<file path="src/rtl/est_pkg.sv">
package est_pkg;

    typedef enum logic [1:0] {
        EL_IDLE = 2'd0,
        EL_RUN  = 2'd1,
        EL_SAT  = 2'd2
    } el_state_t;

    typedef enum logic {
        TRK_LOW  = 1'b0,
        TRK_HIGH = 1'b1
    } trk_state_t;

    typedef enum logic [1:0] {
        SEL_STATUS  = 2'd0,
        SEL_REF     = 2'd1,
        SEL_ELAPSED = 2'd2,
        SEL_STAMP   = 2'd3
    } rd_sel_t;

endpackage

</file>
<file path="src/rtl/est_sync.sv">
module est_sync #(
    parameter int STAGES = 2
) (
    input  logic clk,
    input  logic rst_n,
    input  logic async_in,
    output logic lvl_q,
    output logic rise
);
    logic [STAGES-1:0] chain;
    logic              prev;

    always_ff @(posedge clk or negedge rst_n) begin
        if (!rst_n) begin
            chain <= '0;
            prev  <= 1'b0;
        end else begin
            chain <= {chain[STAGES-2:0], async_in};
            prev  <= chain[STAGES-1];
        end
    end

    // prev is the level the elapsed counter has already acted on
    assign lvl_q = prev;
    assign rise  = chain[STAGES-1] & ~prev;
endmodule

</file>
<file path="src/rtl/est_refcnt.sv">
module est_refcnt #(
    parameter int CNT_W = 16,
    parameter int DIV   = 4
) (
    input  logic             clk,
    input  logic             rst_n,
    output logic             tick,
    output logic [CNT_W-1:0] ref_cnt
);
    localparam int PW = (DIV > 1) ? $clog2(DIV) : 1;
    localparam logic [PW-1:0] PRE_LAST = PW'(DIV - 1);

    logic [PW-1:0] pre;

    assign tick = (pre == PRE_LAST);

    always_ff @(posedge clk or negedge rst_n) begin
        if (!rst_n) begin
            pre     <= '0;
            ref_cnt <= '0;
        end else begin
            pre <= tick ? '0 : pre + 1'b1;
            if (tick) ref_cnt <= ref_cnt + 1'b1;
        end
    end
endmodule

</file>
<file path="src/rtl/est_elapsed.sv">
module est_elapsed
    import est_pkg::*;
#(
    parameter int CNT_W = 16
) (
    input  logic             clk,
    input  logic             rst_n,
    input  logic             tick,
    input  logic             rise,
    output logic [CNT_W-1:0] elap_cnt,
    output logic             elap_ovf
);
    localparam logic [CNT_W-1:0] MAXV = '1;

    el_state_t state, state_n;
    logic      at_max;

    assign at_max = (elap_cnt == MAXV);

    always_ff @(posedge clk or negedge rst_n) begin
        if (!rst_n) state <= EL_IDLE;
        else        state <= state_n;
    end

    always_comb begin
        state_n = state;
        unique case (state)
            EL_IDLE: if (rise) state_n = EL_RUN;
            EL_RUN: begin
                if (rise)                  state_n = EL_RUN;
                else if (tick && at_max)   state_n = EL_SAT;
            end
            EL_SAT:  if (rise) state_n = EL_RUN;
            default: state_n = EL_IDLE;
        endcase
    end

    always_ff @(posedge clk or negedge rst_n) begin
        if (!rst_n) begin
            elap_cnt <= '0;
        end else if (rise) begin
            elap_cnt <= '0;
        end else if (state == EL_RUN && tick && !at_max) begin
            elap_cnt <= elap_cnt + 1'b1;
        end
    end

    assign elap_ovf = (state == EL_SAT);
endmodule

</file>
<file path="src/rtl/est_snapshot.sv">
module est_snapshot
    import est_pkg::*;
#(
    parameter int CNT_W = 16
) (
    input  logic             clk,
    input  logic             rst_n,
    input  logic             rd_stb,
    input  logic             lvl,
    input  logic [CNT_W-1:0] ref_cnt,
    input  logic [CNT_W-1:0] elap_cnt,
    input  logic             elap_ovf,
    output logic             snap_lvl,
    output logic             snap_ovf,
    output logic             snap_fresh,
    output logic [CNT_W-1:0] snap_ref,
    output logic [CNT_W-1:0] snap_elap,
    output logic [CNT_W-1:0] snap_stamp
);
    trk_state_t trk, trk_n;
    logic       take;

    always_ff @(posedge clk or negedge rst_n) begin
        if (!rst_n) trk <= TRK_LOW;
        else        trk <= trk_n;
    end

    always_comb begin
        trk_n = trk;
        unique case (trk)
            TRK_LOW:  if (rd_stb && lvl)  trk_n = TRK_HIGH;
            TRK_HIGH: if (rd_stb && !lvl) trk_n = TRK_LOW;
            default:  trk_n = TRK_LOW;
        endcase
    end

    assign take = rd_stb && (trk == TRK_LOW) && lvl;

    always_ff @(posedge clk or negedge rst_n) begin
        if (!rst_n) begin
            snap_lvl   <= 1'b0;
            snap_ovf   <= 1'b0;
            snap_fresh <= 1'b0;
            snap_ref   <= '0;
            snap_elap  <= '0;
            snap_stamp <= '0;
        end else if (rd_stb) begin
            snap_lvl   <= lvl;
            snap_ovf   <= elap_ovf;
            snap_ref   <= ref_cnt;
            snap_elap  <= elap_cnt;
            snap_fresh <= take;
            if (take) snap_stamp <= ref_cnt - elap_cnt;
        end
    end
endmodule

</file>
<file path="src/rtl/edge_stamp_timer.sv">
module edge_stamp_timer
    import est_pkg::*;
#(
    parameter int CNT_W       = 16,
    parameter int DIV         = 4,
    parameter int SYNC_STAGES = 2
) (
    input  logic             clk,
    input  logic             rst_n,
    input  logic             pulse_in,
    input  logic             rd_stb,
    input  logic [1:0]       rd_sel,
    output logic [CNT_W-1:0] rd_data
);
    logic             lvl_q, rise, tick;
    logic [CNT_W-1:0] ref_cnt, elap_cnt;
    logic             elap_ovf;
    logic             snap_lvl, snap_ovf, snap_fresh;
    logic [CNT_W-1:0] snap_ref, snap_elap, snap_stamp;

    est_sync #(.STAGES(SYNC_STAGES)) u_sync (
        .clk(clk), .rst_n(rst_n), .async_in(pulse_in),
        .lvl_q(lvl_q), .rise(rise)
    );

    est_refcnt #(.CNT_W(CNT_W), .DIV(DIV)) u_ref (
        .clk(clk), .rst_n(rst_n), .tick(tick), .ref_cnt(ref_cnt)
    );

    est_elapsed #(.CNT_W(CNT_W)) u_elap (
        .clk(clk), .rst_n(rst_n), .tick(tick), .rise(rise),
        .elap_cnt(elap_cnt), .elap_ovf(elap_ovf)
    );

    est_snapshot #(.CNT_W(CNT_W)) u_snap (
        .clk(clk), .rst_n(rst_n), .rd_stb(rd_stb), .lvl(lvl_q),
        .ref_cnt(ref_cnt), .elap_cnt(elap_cnt), .elap_ovf(elap_ovf),
        .snap_lvl(snap_lvl), .snap_ovf(snap_ovf), .snap_fresh(snap_fresh),
        .snap_ref(snap_ref), .snap_elap(snap_elap), .snap_stamp(snap_stamp)
    );

    always_comb begin
        unique case (rd_sel_t'(rd_sel))
            SEL_STATUS:  rd_data = CNT_W'({snap_fresh, snap_ovf, snap_lvl});
            SEL_REF:     rd_data = snap_ref;
            SEL_ELAPSED: rd_data = snap_elap;
            SEL_STAMP:   rd_data = snap_stamp;
            default:     rd_data = '0;
        endcase
    end
endmodule

</file>
<file path="config.mk">
export PLATFORM = sky130hd
export DESIGN_NAME = edge_stamp_timer
export DESIGN_NICKNAME = d
export VERILOG_FILES = /design/src/rtl/est_pkg.sv /design/src/rtl/est_sync.sv /design/src/rtl/est_refcnt.sv /design/src/rtl/est_elapsed.sv /design/src/rtl/est_snapshot.sv /design/src/rtl/edge_stamp_timer.sv
export SDC_FILE = /design/constraint.sdc
export NUM_CORES = 1
export LEC_CHECK = 0
export CORE_ASPECT_RATIO = 1.4
export CORE_UTILIZATION = 59
export DETAILED_ROUTE_END_ITERATION = 8
export PLACE_DENSITY = 0.86
export RECOVER_POWER = 100
export REMOVE_ABC_BUFFERS = 1
export SLEW_MARGIN = 20
export SYNTH_ARGS = -nofsm -noshare
export SYNTH_HDL_FRONTEND = slang
export SYNTH_SLANG_ARGS = --single-unit
</file>
<file path="constraint.sdc">
create_clock -name clk -period 2.4 [get_ports clk]
set_input_delay 0.36 -clock clk [delete_from_list [all_inputs] [get_ports clk]]
set_output_delay 0.36 -clock clk [all_outputs]
set_load 0.02 [all_outputs]
</file>
# --- Yosys cells after proc, flatten, opt, wreduce, memory -nomap -nowiden ---
# Index checks and enable logic that the tools add are counted.
word_totals:
  reg_bits: 91
  inputBits: 6
  output_inout_bits: 16
  word_cells: 55
classes:
  n_addsub: 4
  eq_ne: 9
  mux: 11
  bitwise: 3
  reduce_logical: 15
op_table:
  columns: ["operator", "n"]
  rows:
  - ["16-bit one-hot mux with 4 select lines", 1]
  - ["16-bit by 1-bit adder with 16-bit output, second input constant", 2]
  - ["16-bit 2-to-1 mux", 2]
  - ["16-bit == test, second input constant", 1]
  - ["16-bit subtractor", 1]
  - ["2-bit == test, second input constant", 4]
  - ["2-bit 2-to-1 mux", 4]
  - ["1-bit logical AND", 7]
  - ["2-bit by 1-bit == test with 1-bit output, second input constant", 2]
  - ["2-bit logical NOT", 2]
  - ["2-bit one-hot mux with 2 select lines", 1]
  - ["2-bit AND reduction", 2]
  - ["3-bit by 2-bit != test with 1-bit output, second input constant", 1]
  - ["2-bit by 1-bit adder with 2-bit output, second input constant", 1]
  - ["1-bit logical NOT", 2]
  - ["1-bit 2-to-1 mux", 2]
  - ["2-bit by 1-bit != test with 1-bit output, second input constant", 1]
  - ["1-bit inverter", 2]
  - ["1-bit one-hot mux with 2 select lines", 1]
  - ["2-bit nonzero test", 1]
  - ["2-bit OR reduction", 1]
  - ["1-bit bitwise AND", 1]

# --- Longest topological paths before layout ---
logic_depth:
  word_depth: 5
  ltp_mapped: 10
  ltp_nobuf: 9

# --- Hierarchy ---
# Synthesis repeated with hierarchy kept, for this count alone.
unflattened:
  hier_cells: 477
  area_unflattened_um2: 5117.4
by_module_without_submodules:
  columns: ["mod", "n_inst", "cells_each", "area_each_um2", "seq_area_each_um2"]
  rows:
  - ["est_snapshot", 1, 271, 2790.2, 1276.2]
  - ["est_elapsed", 1, 106, 1022.2, 450.4]
  - ["est_refcnt", 1, 61, 800.8, 450.4]
  - ["edge_stamp_timer", 1, 35, 415.4, 0.0]
  - ["est_sync", 1, 4, 88.8, 75.1]

# --- Least setup slack after synthesis ---
# OpenSTA, ideal clock, no wires.
synth_path:
  kind: "flip-flop to flip-flop"
  from: "reg u_ref.ref_cnt[0]"
  to: "reg u_snap.snap_stamp[10]"
  setup_time_ps: 120
  t_arrival_ps: 2019
  required_time_ps: 2280
  slack_ps: 261
  path_stages_with_launch: 10
  n_path_buf: 0
  period_less_slack_ps: 2139
  cell_sequence: "dfrtp_1 -> inv_1 -> ha_1 -> fa_1 -> nor2b_4 -> o31a_1 -> o31ai_4 -> a211oi_1 -> or3_1 -> a31o_1"
synth_between:
  elab_chain_cells: 1
synth_lines:
  columns: ["item", "line", "text"]
  rows:
  - ["start, declared", "est_refcnt.sv:8", "output logic [CNT_W-1:0] ref_cnt"]
  - ["start signal, assigned", "est_refcnt.sv:23", "if (tick) ref_cnt <= ref_cnt + 1'b1;"]
  - ["16-bit subtractor", "est_snapshot.sv:53", "if (take) snap_stamp <= ref_cnt - elap_cnt;"]
  - ["end signal, assigned", "est_snapshot.sv:53", null]
  - ["end, declared", "est_snapshot.sv:18", "output logic [CNT_W-1:0] snap_stamp"]
# Every way passes these cells.
# A chain may end at the register's enable or synchronous reset.

# --- Worst setup path after layout ---
layout_path:
  from: "in rd_sel[0]"
  to: "out rd_data[6]"
layout_between:
  elab_chain_cells: 2
  word_cells_on_any_way: 5
  classes_between: "3 x eq/ne; 1 x mux; 1 x reduce/logical"
layout_lines:
  columns: ["item", "line", "text"]
  rows:
  - ["start, declared", "edge_stamp_timer.sv:12", "input logic [1:0] rd_sel,"]
  - ["2-bit == test (tied with other cells)", "edge_stamp_timer.sv:43", "unique case (rd_sel_t'(rd_sel))"]
  - ["16-bit one-hot mux with 4 select lines *", "edge_stamp_timer.sv:43", null]
  - ["end, declared", "edge_stamp_timer.sv:13", "output logic [CNT_W-1:0] rd_data"]
# Every way passes the cells marked *; elsewhere a longest branch is shown, timed or not.

==> impl_metrics.toml <==
[cts]
cts_setup_buffers = 0
tritoncts_clock_tree = "yes"
cts_buffers = 9
hold_buffers = 0
worstSkewPairLatency_ns = 0.36
clock_path_buffers = 2
cts_num_sinks = 90
clock_tree.root_cell = "sky130_fd_sc_hd__clkbuf_8"
cts.htree.levels = 3
clkSlewWorstSetupHoldPaths_ns = 0.08

[power]
leakage_nw = 2.551
power-per-cell-area_nw_per_um2 = 521.4
post-layout-total-power_mw = 2.774
vdd.ir_drop.worst_uv = 436.5

[detailed_routing]
detailedRoute.firstPassIterationCount = 5
route.detailed.wl_per_inst_microns = 18.09
detailroute.wirelength.met2_mm = 5.513
wl_met1_mm = 4.311
detail-route-antenna-nets = 0
wirelength_mm = 10.50
met3WireLength_microns = 362
vias = 3482
drt_iter0_markers = 244
detail_route.vias_per_cell = 6.003
drc = 0
top_signal_layer_used = "met4"

[synthesis]
synth_largest_area_cell = "sky130_fd_sc_hd__dfrtp_1"
synth_top_area_share_pct = 47.48
synth-adder-area-share_pct = 5.170
postSynth.topFlopCell = "sky130_fd_sc_hd__dfrtp_1"
syn_area_sq_um = 4743
synth.mux.area_fraction_pct = 12.58
yosys_warnings = 0
synthTopCellsByArea = "sky130_fd_sc_hd__dfrtp_1 (47%), sky130_fd_sc_hd__mux2_2 (11%), sky130_fd_sc_hd__xnor2_1 (5.5%)"
compound_cell_area_share_of_the_yosys_netlist_pct = 11.84
distinct_cells_synth = 49
synth-simple-area-share_pct = 12.56
synth_async_sr_flop_share_pct = 100.0
main_combinational_cell_family_by_area_after_synthesis = "multiplexers"
synth-seq-area-share_pct = 47.48
synthCells = 438
avgSynthCellArea_sq_um = 10.83
synth_edf_count = 0
synth_xor_area_share_pct = 7.201
synth.ff_latch_count = 90

[global_route]
grt_antenna_before_repair = 0
largest_net_degree_at_the_start_of_global_routing = 47
gr-usage-all-layers_pct = 27.45
grt_remaining_overflow = 0
wire_length_of_the_first_global_routing_pass_mm = 17.29
vias_in_the_first_global_route = 3567

[finish]
diodes = 0
layout.nets = 500
layout_cell_share_with_drive_strength_beyond_1_pct = 17.92
syn_to_final_growth_pct = 12.16
fillcell_total = 553
fin_cells = 580
final_area_sq_um = 5320

[sta]
maxSlewViolCount = 0
timing_hold_violations_final = 0
period_share_pct = 97.24
worstMarginPinSlew_ns = 1.127
clock-skew-final_ns = 0.01007
max_slew_margin_pct = 24.86
fmax_mhz = 428.5
finalCriticalPeriod_ns = 2.334
setup_viol = 0
rsz_0062_raised_after_global_routing = "false"
minimum_setup_slack_in_the_final_design_ns = 0.06617

[die]
num_rows = 38
design.die.area_sq_um = 8407
core_area_sq_um = 7750
io-pin-count = 22
die_w_microns = 77.78
starting_density_of_the_core_pct = 61.20
die_h_microns = 108.1

[critical_path]
crit_path_cell_chain = "clkdlybuf4s50_1, buf_4, mux2_2, a22o_1, dlygate4sd2_1"
critical_path_start_type = "primary input"
crit_fanout = 7
regToRegSetupSlack_ns = 0.12
slowest_stage = "sky130_fd_sc_hd__clkdlybuf4s50_1"
worstPathArrival_ns = 1.97
worst-endpoint-required_ns = 2.04
critPathMaxStageDelay_ns = 0.56
worst-setup-path-type = "primary input to output port"
setup.worst_path.end_class = "output port"

[placed_design]
dpl.hpwl_mm = 7.639
placement.cell_area_sq_um = 5210
finalWeightedCongestion = 0.9532
placed_cells_incl_taps = 564
io_buffers = 21
place_worst_setup_slack_ns = -0.1392

[run]
cap_viol_max_count = 0

[status]
status = "complete, no violations"

[worst_hold_path]
worstHoldPathType = "primary input to async pin"
critical path, delay by kind of cell:
family,cells,cell delay [ns]
buf+inv,3,1.08
mux,1,0.35
compound gates,1,0.18
metal layers:
layer / track usage (%) / up-vias
met3: 4.473 / 25
li1: - / 1618
met2: 47.79 / 103
met4: 13.34 / 0
met1: 33.07 / 1736
met5: 0 / -
state kept, by name, indices dropped and copies added (netlist names), 2 cells and up:
name and flops:
u_elap.elap_cnt 16, u_ref.ref_cnt 16, u_snap.snap_elap 16, u_snap.snap_ref 16
u_snap.snap_stamp 16, u_elap.state 2, u_ref.pre 2, u_sync.chain 2
through the flow:
stage / setup TNS (ns) / hold WS (ns) / utilization [%]
final: 0 / 0.2038 / 68.65
after global routing: 0 / 0.2821 / 68.65
after CTS: 0 / 0.001572 / 69.28
after detailed placement: -1.547 / 0.3409 / 67.23
after global placement: -1.109 / 0.3315 / 67.23
after floorplan: 0 / 0.06441 / -
power breakdown:
| group | leakage, nW | switching, mW | internal, mW |
|---|---|---|---|
| clock network | 0.0914 | 0.501 | 0.480 |
| registers | 1.20 | 0.0238 | 1.55 |
| logic | 1.26 | 0.132 | 0.0869 |
| total | 2.55 | 0.657 | 2.12 |
final timing paths:
| kind | from | to | depth (start not counted) |
|---|---|---|---|
| min in group clk | u_sync.chain[0] | u_sync.chain[1] | 0 |
| setup / recovery | rd_sel[0] | rd_data[6] | 5 |
| setup reg to reg | u_elap.elap_cnt[1] | u_snap.snap_stamp[13] | 8 |
| hold / removal | rst_n | u_snap.snap_stamp[9] | 1 |
| hold reg to reg | u_sync.chain[0] | u_sync.chain[1] | 0 |
| max in group asynchronous | rst_n | u_snap.snap_elap[15] | 2 |
repair_timing:
action / in CTS / in global routing
cloned: 0 / 0
setup endpoints to repair: 16 / 3
gates resized for setup: 16 / 3
cells in the final DEF, fill, tap and decap left out, types with 4 or more instances in the layout:
cell type / instances
sky130_fd_sc_hd__dfrtp_1: 90
sky130_fd_sc_hd__mux2_2: 47
sky130_fd_sc_hd__nor2_1: 32
sky130_fd_sc_hd__nand2_1: 31
sky130_fd_sc_hd__xnor2_1: 30
sky130_fd_sc_hd__inv_1: 21
sky130_fd_sc_hd__o21ai_0: 20
sky130_fd_sc_hd__ha_1: 18
sky130_fd_sc_hd__dlygate4sd2_1: 16
sky130_fd_sc_hd__a21oi_1: 14
sky130_fd_sc_hd__a22o_1: 13
sky130_fd_sc_hd__nand3_1: 13
sky130_fd_sc_hd__buf_4: 13
sky130_fd_sc_hd__clkbuf_1: 11
sky130_fd_sc_hd__nand4_1: 10
sky130_fd_sc_hd__xor2_1: 9
sky130_fd_sc_hd__clkbuf_8: 9
sky130_fd_sc_hd__and3_1: 6
sky130_fd_sc_hd__nor3_1: 6
sky130_fd_sc_hd__o21a_1: 6
sky130_fd_sc_hd__a21o_1: 6
sky130_fd_sc_hd__nor2b_1: 5
sky130_fd_sc_hd__and2_1: 4
sky130_fd_sc_hd__a211oi_1: 4
cell families after synthesis:
| logic type | Yosys count |
|---|---|
| DFF | 90 |
| and+or+nand+nor | 119 |
| AOI/OAI and AO/OA | 81 |
| xor gates and xnor gates | 39 |
| adders and majority gates | 19 |
| buffers and inverters | 40 |
| muxes | 50 |
cell usage after synthesis, types with 9 or more instances:
cell                        n
sky130_fd_sc_hd__dfrtp_1   90
sky130_fd_sc_hd__mux2_2    47
sky130_fd_sc_hd__nor2_1    32
sky130_fd_sc_hd__nand2_1   31
sky130_fd_sc_hd__xnor2_1   30
sky130_fd_sc_hd__inv_1     21
sky130_fd_sc_hd__o21ai_0   20
sky130_fd_sc_hd__ha_1      18
sky130_fd_sc_hd__clkbuf_1  16
sky130_fd_sc_hd__a21oi_1   15
sky130_fd_sc_hd__a22o_1    13
sky130_fd_sc_hd__nand3_1   13
sky130_fd_sc_hd__nand4_1   10
sky130_fd_sc_hd__xor2_1     9
final cells by class:
class                   count  area (sq um)  area share [%]
multi-input cells         308          2336           43.91
clock inverters             3         40.04          0.7526
well taps                 100         125.1           2.352
clock buffers              13         138.9           2.611
flip-flops and latches     90          2252           42.33
inverters                  21         78.83           1.482
repair buffers             45         349.1           6.562
Note: power is estimated with default switching activity, not from simulation.
